<file path="config.mk">
export PLATFORM = sky130hd
export DESIGN_NAME = smb_xfer_fifo
export DESIGN_NICKNAME = d
export VERILOG_FILES = /design/src/rtl/smb_fifo_pkg.sv /design/src/rtl/smb_fifo_buf.sv /design/src/rtl/smb_fifo_rxseq.sv /design/src/rtl/smb_fifo_regs.sv /design/src/rtl/smb_xfer_fifo.sv
export SDC_FILE = /design/constraint.sdc
export NUM_CORES = 1
export LEC_CHECK = 0
export BUFFER_PORTS_ARGS = -buffer_cell sky130_fd_sc_hd__buf_2
export CAP_MARGIN = 20
export CORE_MARGIN = 2
export CORE_UTILIZATION = 40
export CTS_CLUSTER_DIAMETER = 80
export DETAILED_ROUTE_END_ITERATION = 12
export HOLD_SLACK_MARGIN = 0.15
export PLACE_DENSITY = 0.57
export SLEW_MARGIN = 30
export SYNTH_ARGS = -nofsm -noshare
export SYNTH_HDL_FRONTEND = slang
export SYNTH_HIERARCHICAL = 1
export SYNTH_SLANG_ARGS = --single-unit
</file>
<file path="constraint.sdc">
create_clock -name clk -period 4.85 [get_ports clk]
set_input_delay 1.2125 -clock clk [delete_from_list [all_inputs] [get_ports clk]]
set_output_delay 1.2125 -clock clk [all_outputs]
set_load 0.02 [all_outputs]
</file>
<file path="src/rtl/smb_fifo_pkg.sv">
package smb_fifo_pkg;

    // Register offsets within the window
    localparam logic [2:0] OFF_MODE = 3'd0;  // bank 0
    localparam logic [2:0] OFF_CS   = 3'd0;  // bank 1
    localparam logic [2:0] OFF_TXC  = 3'd1;
    localparam logic [2:0] OFF_TXS  = 3'd2;
    localparam logic [2:0] OFF_RXC  = 3'd3;
    localparam logic [2:0] OFF_RXS  = 3'd4;

    // Bit positions
    localparam int B_EN   = 4;
    localparam int B_CLR  = 6;
    localparam int B_IE   = 3;
    localparam int B_FLAG = 1;
    localparam int B_THIE = 6;
    localparam int B_LAST = 5;
    localparam int B_THST = 6;

    localparam int THR_W = 5;

    typedef enum logic [1:0] {
        SQ_IDLE  = 2'd0,
        SQ_COUNT = 2'd1,
        SQ_FINAL = 2'd2,
        SQ_DONE  = 2'd3
    } sq_state_t;

endpackage

</file>
<file path="src/rtl/smb_fifo_buf.sv">
module smb_fifo_buf #(
    parameter int W     = 8,
    parameter int DEPTH = 16,
    parameter int CW    = $clog2(DEPTH + 1)
) (
    input  logic          clk,
    input  logic          rst_n,
    input  logic          clr,
    input  logic          push,
    input  logic [W-1:0]  din,
    input  logic          pop,
    output logic [W-1:0]  dout,
    output logic [CW-1:0] cnt,
    output logic          push_ok,
    output logic          pop_ok
);
    localparam int AW = (DEPTH > 1) ? $clog2(DEPTH) : 1;

    logic [W-1:0]  mem [DEPTH];
    logic [AW-1:0] wptr, rptr;

    assign push_ok = push && (cnt != CW'(DEPTH));
    assign pop_ok  = pop && (cnt != '0);
    assign dout    = mem[rptr];

    always_ff @(posedge clk) begin
        if (push_ok) mem[wptr] <= din;
    end

    always_ff @(posedge clk or negedge rst_n) begin
        if (!rst_n) begin
            wptr <= '0;
            rptr <= '0;
            cnt  <= '0;
        end else if (clr) begin
            wptr <= '0;
            rptr <= '0;
            cnt  <= '0;
        end else begin
            if (push_ok) wptr <= (wptr == AW'(DEPTH - 1)) ? '0 : wptr + 1'b1;
            if (pop_ok)  rptr <= (rptr == AW'(DEPTH - 1)) ? '0 : rptr + 1'b1;
            case ({push_ok, pop_ok})
                2'b10:   cnt <= cnt + 1'b1;
                2'b01:   cnt <= cnt - 1'b1;
                default: cnt <= cnt;
            endcase
        end
    end
endmodule

</file>
<file path="src/rtl/smb_fifo_rxseq.sv">
module smb_fifo_rxseq
    import smb_fifo_pkg::*;
(
    input  logic             clk,
    input  logic             rst_n,
    input  logic             clr,
    input  logic             arm,
    input  logic             arm_last,
    input  logic [THR_W-1:0] arm_thr,
    input  logic             rx_byte,
    output logic             nack
);
    sq_state_t        st, st_n;
    logic [THR_W-1:0] left, left_n;

    // State register
    always_ff @(posedge clk or negedge rst_n) begin
        if (!rst_n) begin
            st   <= SQ_IDLE;
            left <= '0;
        end else begin
            st   <= st_n;
            left <= left_n;
        end
    end

    // Next state
    always_comb begin
        st_n   = st;
        left_n = left;
        if (clr) begin
            st_n   = SQ_IDLE;
            left_n = '0;
        end else if (arm) begin
            left_n = arm_thr;
            if (!arm_last || arm_thr == '0) st_n = SQ_IDLE;
            else if (arm_thr == THR_W'(1))  st_n = SQ_FINAL;
            else                            st_n = SQ_COUNT;
        end else begin
            unique case (st)
                SQ_IDLE: ;
                SQ_COUNT: if (rx_byte) begin
                    left_n = left - 1'b1;
                    if (left == THR_W'(2)) st_n = SQ_FINAL;
                end
                SQ_FINAL: if (rx_byte) begin
                    left_n = '0;
                    st_n   = SQ_DONE;
                end
                SQ_DONE: ;
            endcase
        end
    end

    // Outputs
    always_comb begin
        nack = (st == SQ_FINAL);
    end
endmodule

</file>
<file path="src/rtl/smb_fifo_regs.sv">
module smb_fifo_regs
    import smb_fifo_pkg::*;
#(
    parameter int DEPTH = 16,
    parameter int CW    = $clog2(DEPTH + 1)
) (
    input  logic             clk,
    input  logic             rst_n,
    input  logic             bank_sel,
    input  logic             reg_wr,
    input  logic [2:0]       reg_addr,
    input  logic [7:0]       reg_wdata,
    output logic [7:0]       reg_rdata,
    input  logic [CW-1:0]    tx_cnt,
    input  logic [CW-1:0]    rx_cnt,
    input  logic             tx_push_ok,
    input  logic             tx_pop_ok,
    input  logic             rx_push_ok,
    input  logic             rx_pop_ok,
    output logic             fifo_en,
    output logic             clr,
    output logic             rx_arm,
    output logic             rx_last,
    output logic [THR_W-1:0] rx_thr,
    output logic             irq,
    output logic             data_rdy
);
    logic             ie, flag, tx_thie, tx_thst, rx_thie, rx_thst;
    logic [THR_W-1:0] tx_thr;
    logic [CW:0]      tx_after, rx_after;
    logic             wr0, wr1, wr_mode, wr_cs, wr_txc, wr_txs, wr_rxc, wr_rxs;
    logic             tx_evt, rx_evt, flag_evt;

    assign wr0     = reg_wr && !bank_sel;
    assign wr1     = reg_wr && bank_sel;
    assign wr_mode = wr0 && (reg_addr == OFF_MODE);
    assign wr_cs   = wr1 && (reg_addr == OFF_CS);
    assign wr_txc  = wr1 && (reg_addr == OFF_TXC);
    assign wr_txs  = wr1 && (reg_addr == OFF_TXS);
    assign wr_rxc  = wr1 && (reg_addr == OFF_RXC);
    assign wr_rxs  = wr1 && (reg_addr == OFF_RXS);

    assign clr    = wr_cs && reg_wdata[B_CLR];
    assign rx_arm = wr_rxc;

    assign tx_after = {1'b0, tx_cnt} + (CW+1)'(tx_push_ok) - (CW+1)'(tx_pop_ok);
    assign rx_after = {1'b0, rx_cnt} + (CW+1)'(rx_push_ok) - (CW+1)'(rx_pop_ok);

    assign tx_evt   = tx_pop_ok && (8'(tx_after) <= 8'(tx_thr));
    assign rx_evt   = rx_push_ok && (rx_thr != '0) && (8'(rx_after) >= 8'(rx_thr));
    assign flag_evt = (tx_pop_ok && tx_after == '0) ||
                      (rx_push_ok && rx_after == (CW+1)'(DEPTH));

    always_ff @(posedge clk or negedge rst_n) begin
        if (!rst_n) begin
            fifo_en <= 1'b0;
            ie      <= 1'b0;
            flag    <= 1'b0;
            tx_thie <= 1'b0;
            tx_thr  <= '0;
            tx_thst <= 1'b0;
            rx_thie <= 1'b0;
            rx_last <= 1'b0;
            rx_thr  <= '0;
            rx_thst <= 1'b0;
        end else begin
            if (wr_mode) fifo_en <= reg_wdata[B_EN];
            if (wr_cs)   ie <= reg_wdata[B_IE];
            if (wr_txc) begin
                tx_thie <= reg_wdata[B_THIE];
                tx_thr  <= reg_wdata[THR_W-1:0];
            end
            if (wr_rxc) begin
                rx_thie <= reg_wdata[B_THIE];
                rx_last <= reg_wdata[B_LAST];
                rx_thr  <= reg_wdata[THR_W-1:0];
            end
            if (clr) begin
                flag    <= 1'b0;
                tx_thst <= 1'b0;
                rx_thst <= 1'b0;
            end else begin
                flag    <= flag_evt || (flag && !(wr_cs && reg_wdata[B_FLAG]));
                tx_thst <= tx_evt || (tx_thst && !(wr_txs && reg_wdata[B_THST]));
                rx_thst <= rx_evt || (rx_thst && !(wr_rxs && reg_wdata[B_THST]));
            end
        end
    end

    assign irq = fifo_en && ((tx_thie && tx_thst) || (rx_thie && rx_thst) || (ie && flag));
    assign data_rdy = fifo_en && (rx_thie ? (rx_cnt == CW'(DEPTH)) : (rx_cnt != '0));

    always_comb begin
        reg_rdata = 8'h00;
        if (!bank_sel) begin
            if (reg_addr == OFF_MODE) reg_rdata[B_EN] = fifo_en;
        end else begin
            case (reg_addr)
                OFF_CS: begin
                    reg_rdata[B_IE]   = ie;
                    reg_rdata[B_FLAG] = flag;
                end
                OFF_TXC: begin
                    reg_rdata[B_THIE]      = tx_thie;
                    reg_rdata[THR_W-1:0]   = tx_thr;
                end
                OFF_TXS: begin
                    reg_rdata[B_THST]      = tx_thst;
                    reg_rdata[THR_W-1:0]   = THR_W'(tx_cnt);
                end
                OFF_RXC: begin
                    reg_rdata[B_THIE]      = rx_thie;
                    reg_rdata[B_LAST]      = rx_last;
                    reg_rdata[THR_W-1:0]   = rx_thr;
                end
                OFF_RXS: begin
                    reg_rdata[B_THST]      = rx_thst;
                    reg_rdata[THR_W-1:0]   = THR_W'(rx_cnt);
                end
                default: reg_rdata = 8'h00;
            endcase
        end
    end
endmodule

</file>
<file path="src/rtl/smb_xfer_fifo.sv">
module smb_xfer_fifo
    import smb_fifo_pkg::*;
#(
    parameter int DEPTH = 16,
    parameter int DW    = 8
) (
    input  logic          clk,
    input  logic          rst_n,
    input  logic          bank_sel,
    input  logic          reg_wr,
    input  logic [2:0]    reg_addr,
    input  logic [7:0]    reg_wdata,
    output logic [7:0]    reg_rdata,
    input  logic          dat_wr,
    input  logic [DW-1:0] dat_wdata,
    input  logic          dat_rd,
    output logic [DW-1:0] dat_rdata,
    input  logic          sh_tx_take,
    output logic [DW-1:0] sh_tx_byte,
    output logic          sh_tx_avail,
    input  logic          sh_rx_put,
    input  logic [DW-1:0] sh_rx_byte,
    output logic          sh_nack,
    output logic          data_rdy,
    output logic          irq
);
    localparam int CW = $clog2(DEPTH + 1);

    logic             fifo_en, clr, rx_arm, rx_last;
    logic [THR_W-1:0] rx_thr;
    logic [CW-1:0]    tx_cnt, rx_cnt;
    logic             tx_push_ok, tx_pop_ok, rx_push_ok, rx_pop_ok;
    logic             tx_push, tx_pop, rx_push, rx_pop;

    assign tx_push = dat_wr && fifo_en;
    assign tx_pop  = sh_tx_take && fifo_en;
    assign rx_push = sh_rx_put && fifo_en;
    assign rx_pop  = dat_rd && fifo_en;

    assign sh_tx_avail = fifo_en && (tx_cnt != '0);

    smb_fifo_buf #(.W(DW), .DEPTH(DEPTH), .CW(CW)) i_txq (
        .clk(clk), .rst_n(rst_n), .clr(clr),
        .push(tx_push), .din(dat_wdata), .pop(tx_pop), .dout(sh_tx_byte),
        .cnt(tx_cnt), .push_ok(tx_push_ok), .pop_ok(tx_pop_ok)
    );

    smb_fifo_buf #(.W(DW), .DEPTH(DEPTH), .CW(CW)) i_rxq (
        .clk(clk), .rst_n(rst_n), .clr(clr),
        .push(rx_push), .din(sh_rx_byte), .pop(rx_pop), .dout(dat_rdata),
        .cnt(rx_cnt), .push_ok(rx_push_ok), .pop_ok(rx_pop_ok)
    );

    smb_fifo_regs #(.DEPTH(DEPTH), .CW(CW)) i_regs (
        .clk(clk), .rst_n(rst_n), .bank_sel(bank_sel), .reg_wr(reg_wr),
        .reg_addr(reg_addr), .reg_wdata(reg_wdata), .reg_rdata(reg_rdata),
        .tx_cnt(tx_cnt), .rx_cnt(rx_cnt),
        .tx_push_ok(tx_push_ok), .tx_pop_ok(tx_pop_ok),
        .rx_push_ok(rx_push_ok), .rx_pop_ok(rx_pop_ok),
        .fifo_en(fifo_en), .clr(clr), .rx_arm(rx_arm), .rx_last(rx_last),
        .rx_thr(rx_thr), .irq(irq), .data_rdy(data_rdy)
    );

    smb_fifo_rxseq i_seq (
        .clk(clk), .rst_n(rst_n), .clr(clr), .arm(rx_arm),
        .arm_last(reg_wdata[B_LAST]), .arm_thr(reg_wdata[THR_W-1:0]),
        .rx_byte(rx_push), .nack(sh_nack)
    );
endmodule

</file>
==> flow_metrics.py <==
metrics = {
    "sta": {
        "tns_ps": 0,
        "fmax_mhz": 247,
        "skew_ps": 9.05,
        "rsz0062_at_grt": "no",
        "maxSlewViolCount": 0,
        "fin_crit_ps": 4050,
        "worst_slew_pin_slew_ps": 884,
        "hold_viol": 0,
        "slew_headroom": 0.409,
        "setup_viol": 0,
        "fin_crit_sh": 0.835,
    },
    "synthesis": {
        "synth_seq_cells": 307,
        "syn_inst": 903,
        "synth_nets": 981,
        "netlist_area_sq_um": 14100,
        "synth-edff-count": 256,
        "synth_seq_area_share": 0.635,
        "yosysUniqueCellTypes": 76,
        "yosys_warnings": 6,
        "syn_avg_cell_area_sq_um": 15.6,
        "synth_ff_type": "edfxtp_1",
        "synthArstFlopShare": 0.166,
    },
    "global_route": {
        "grt_max_degree": 39,
        "antenna_found_initial": 0,
        "gr-total-overflow": 0,
        "grt_pass1_wl_microns": 45800,
        "grt_pass1_vias": 7918,
        "grt_usage": 0.162,
    },
    "clock_network": {
        "clk_path_buf_depth": 3,
        "cts_tree": "built",
        "post_cts_buffers": 0,
        "clkSinkCount": 307,
        "cts_root_buf": "clkbuf_16",
        "cts_hold_repair.buffers": 0,
        "clk_pin_slew_ps": 50,
        "clk_latency_ps": 540,
        "cts_resized": 0,
        "numCtsBuffers": 35,
        "htreeDepth": 2,
    },
    "power_and_ir_drop": {
        "p_int_mw": 6.03,
        "max-vdd-ir-drop_uv": 427,
        "switching_share": 0.339,
        "p_sw_mw": 3.09,
        "power.density_nw_per_um2": 572,
        "p_leak_nw": 5.59,
        "pwr-share-seq": 0.389,
        "comb_power_share": 0.344,
        "fin_total_pwr_mw": 9.12,
        "pwr-share-clk": 0.266,
    },
    "detailed_routing": {
        "routed_wl_microns": 28600,
        "maxUsedRoutingLayer": "met4",
        "dr_wl_met2_microns": 13600,
        "routed-wl-met3_microns": 1160,
        "dr.pass1.iters": 5,
        "vias_per_cell": 5.36,
        "m1WireLength_microns": 13300,
        "wire_per_inst_microns": 19.7,
        "drtIter0Drc": 445,
        "vias": 7784,
        "drc": 0,
        "drtAntennaViolNets": 0,
    },
    "floorplanning": {
        "die_w_microns": 192,
        "core_sq_um": 34600,
        "die_y_microns": 192,
        "initial_utilization": 0.408,
        "ios": 63,
        "num_rows": 68,
        "dieArea_sq_um": 36800,
    },
    "setup_path": {
        "critical_path_class": "reg2out",
        "cp_data_required_time_ps": 3640,
        "end_kind": "output pin",
        "cp_max_fo": 19,
        "critPathLaunchType": "register",
        "arrival_ps": 2840,
        "rrSetupSlack_ps": 900,
    },
    "place": {
        "dp_hpwl_microns": 19300,
        "gp_congestion": 0.824,
        "portBuffers": 60,
    },
    "final_layout": {
        "nets": 1051,
        "final_layout_size_suffix_gt1_frac": 0.244,
        "insertedDiodeCount": 0,
        "area_growth_pct": 12.9,
    },
    "worst_hold_path": {
        "hold_class": "reg2reg",
    },
    "flow_run": {
        "max-cap-violations": 0,
    },
    "status": {
        "outcome": "completed",
    },
}
[layout make-up]
class / count / area (sq um)
clock buffers: 43 / 906
clock inverters: 17 / 145
fillers: 3041 / 18700
inverters: 47 / 176
multi-input cells: 501 / 4700
flip-flops and latches: 307 / 8970
well taps: 455 / 569
repair buffers: 81 / 483
[cell usage after synthesis (5+ instances only)]
cell / number / area share
a21o_1: 5 / 0.0027
buf_4: 11 / 0.0058
a31oi_1: 9 / 0.0040
buf_2: 8 / 0.0028
nand3_1: 13 / 0.0046
mux2i_1: 6 / 0.0043
buf_6: 7 / 0.0056
dfrtp_1: 51 / 0.090
nand2_1: 52 / 0.014
a21oi_1: 24 / 0.0085
a211oi_1: 6 / 0.0032
nor3_1: 14 / 0.0050
clkbuf_1: 17 / 0.0045
and2_1: 12 / 0.0053
nor3b_1: 5 / 0.0027
nor2_1: 65 / 0.017
mux2_2: 7 / 0.0056
xor2_1: 11 / 0.0068
mux4_2: 80 / 0.13
a22oi_1: 7 / 0.0037
edfxtp_1: 256 / 0.54
nand2b_1: 8 / 0.0035
o21ai_0: 27 / 0.0096
ha_1: 41 / 0.036
xnor2_1: 9 / 0.0056
inv_1: 45 / 0.012
nor2b_1: 8 / 0.0035
[cell usage in the layout, fill, tap and decap left out, drive strengths merged, types with 8 or more instances in the layout]
cell type / n
dfrtp: 51
nand2b: 8
a211oi: 9
nor2b: 8
a31oi: 9
ha: 41
inv: 48
nand3: 15
and2: 12
nor2: 66
mux4: 80
edfxtp: 256
xor2: 11
xnor2: 9
o21ai: 35
clkbuf: 43
nor3: 14
clkinv: 14
nand2: 56
buf: 81
a21oi: 27
[sequential cells by signal, summed over array words and instances, names as in the netlist]
name,flops
i_regs/ie,1
i_seq/st,2
i_rxq/mem,128
i_regs/rx_thr,5
i_rxq/wptr,4
i_rxq/cnt,5
i_regs/flag,1
i_regs/rx_thie,1
i_txq/mem,128
i_txq/rptr,4
i_regs/fifo_en,1
i_regs/tx_thst,1
i_txq/cnt,5
i_rxq/rptr,4
i_regs/tx_thie,1
i_regs/rx_last,1
i_regs/rx_thst,1
i_regs/tx_thr,5
i_seq/left,5
i_txq/wptr,4
[power groups by stage]
stage | Sequential [mW] | Clock, mW | Combinational (mW)
finish | 3.55 | 2.43 | 3.14
global route | 3.61 | 2.60 | 3.51
CTS | 3.56 | 2.51 | 3.18
detailed placement | 3.61 | 0 | 3.16
global placement | 3.60 | 0 | 3.13
floorplan | 3.33 | 0 | 2.66
[worst max-delay path, cell delays in order (launching register included)]
cell and delay, ps:
dfrtp_2 750, buf_12 280, mux4_2 550, mux4_2 520
buf_2 180
[logic make-up after synthesis]
| group | count (synthesis) | share of synthesized area |
|---|---|---|
| AOI/OAI and AO/OA | 128 | 0.0639 |
| xor gates and xnor gates | 20 | 0.0124 |
| adders and majority gates | 43 | 0.0391 |
| buffers and inverters | 95 | 0.0328 |
| DFF | 307 | 0.635 |
| muxes | 93 | 0.137 |
| other | 1 | 0.000265 |
| and+or+nand+nor | 216 | 0.0796 |
[per-stage QoR]
step | cells | setup WS (ps) | hold slack (ps) | cell area (sq um) | utilization
finish | 1451 | 801 | 491 | 15900 | 0.460
global route | 1451 | 646 | 522 | 15900 | 0.460
global placement | 1391 | 557 | 466 | 14900 | 0.430
floorplan | 903 | 532 | 438 | 14100 | -
CTS | 1451 | 695 | 495 | 15900 | 0.460
detailed placement | 1391 | 539 | 480 | 14900 | 0.430
[final timing paths]
kind / endpoint / cells after the start / startpoint
worst min register to register: i_regs/rx_last / 2 / i_regs/rx_last
worst max-delay path: sh_tx_byte[2] / 4 / i_txq/rptr[0]
worst min-delay path: i_regs/rx_last / 2 / i_regs/rx_last
min in group asynchronous: i_rxq/cnt[4] / 1 / rst_n
max in group asynchronous: i_txq/rptr[0] / 2 / rst_n
worst max register to register: i_regs/tx_thst / 16 / i_txq/cnt[0]
[per-layer routing]
metal	global-route usage	vias up
met1	0.231	3945
met2	0.257	158
li1	-	3643
met3	0.0267	38
met5	0	-
met4	0.0470	0
(Power assumes the default switching activity.)
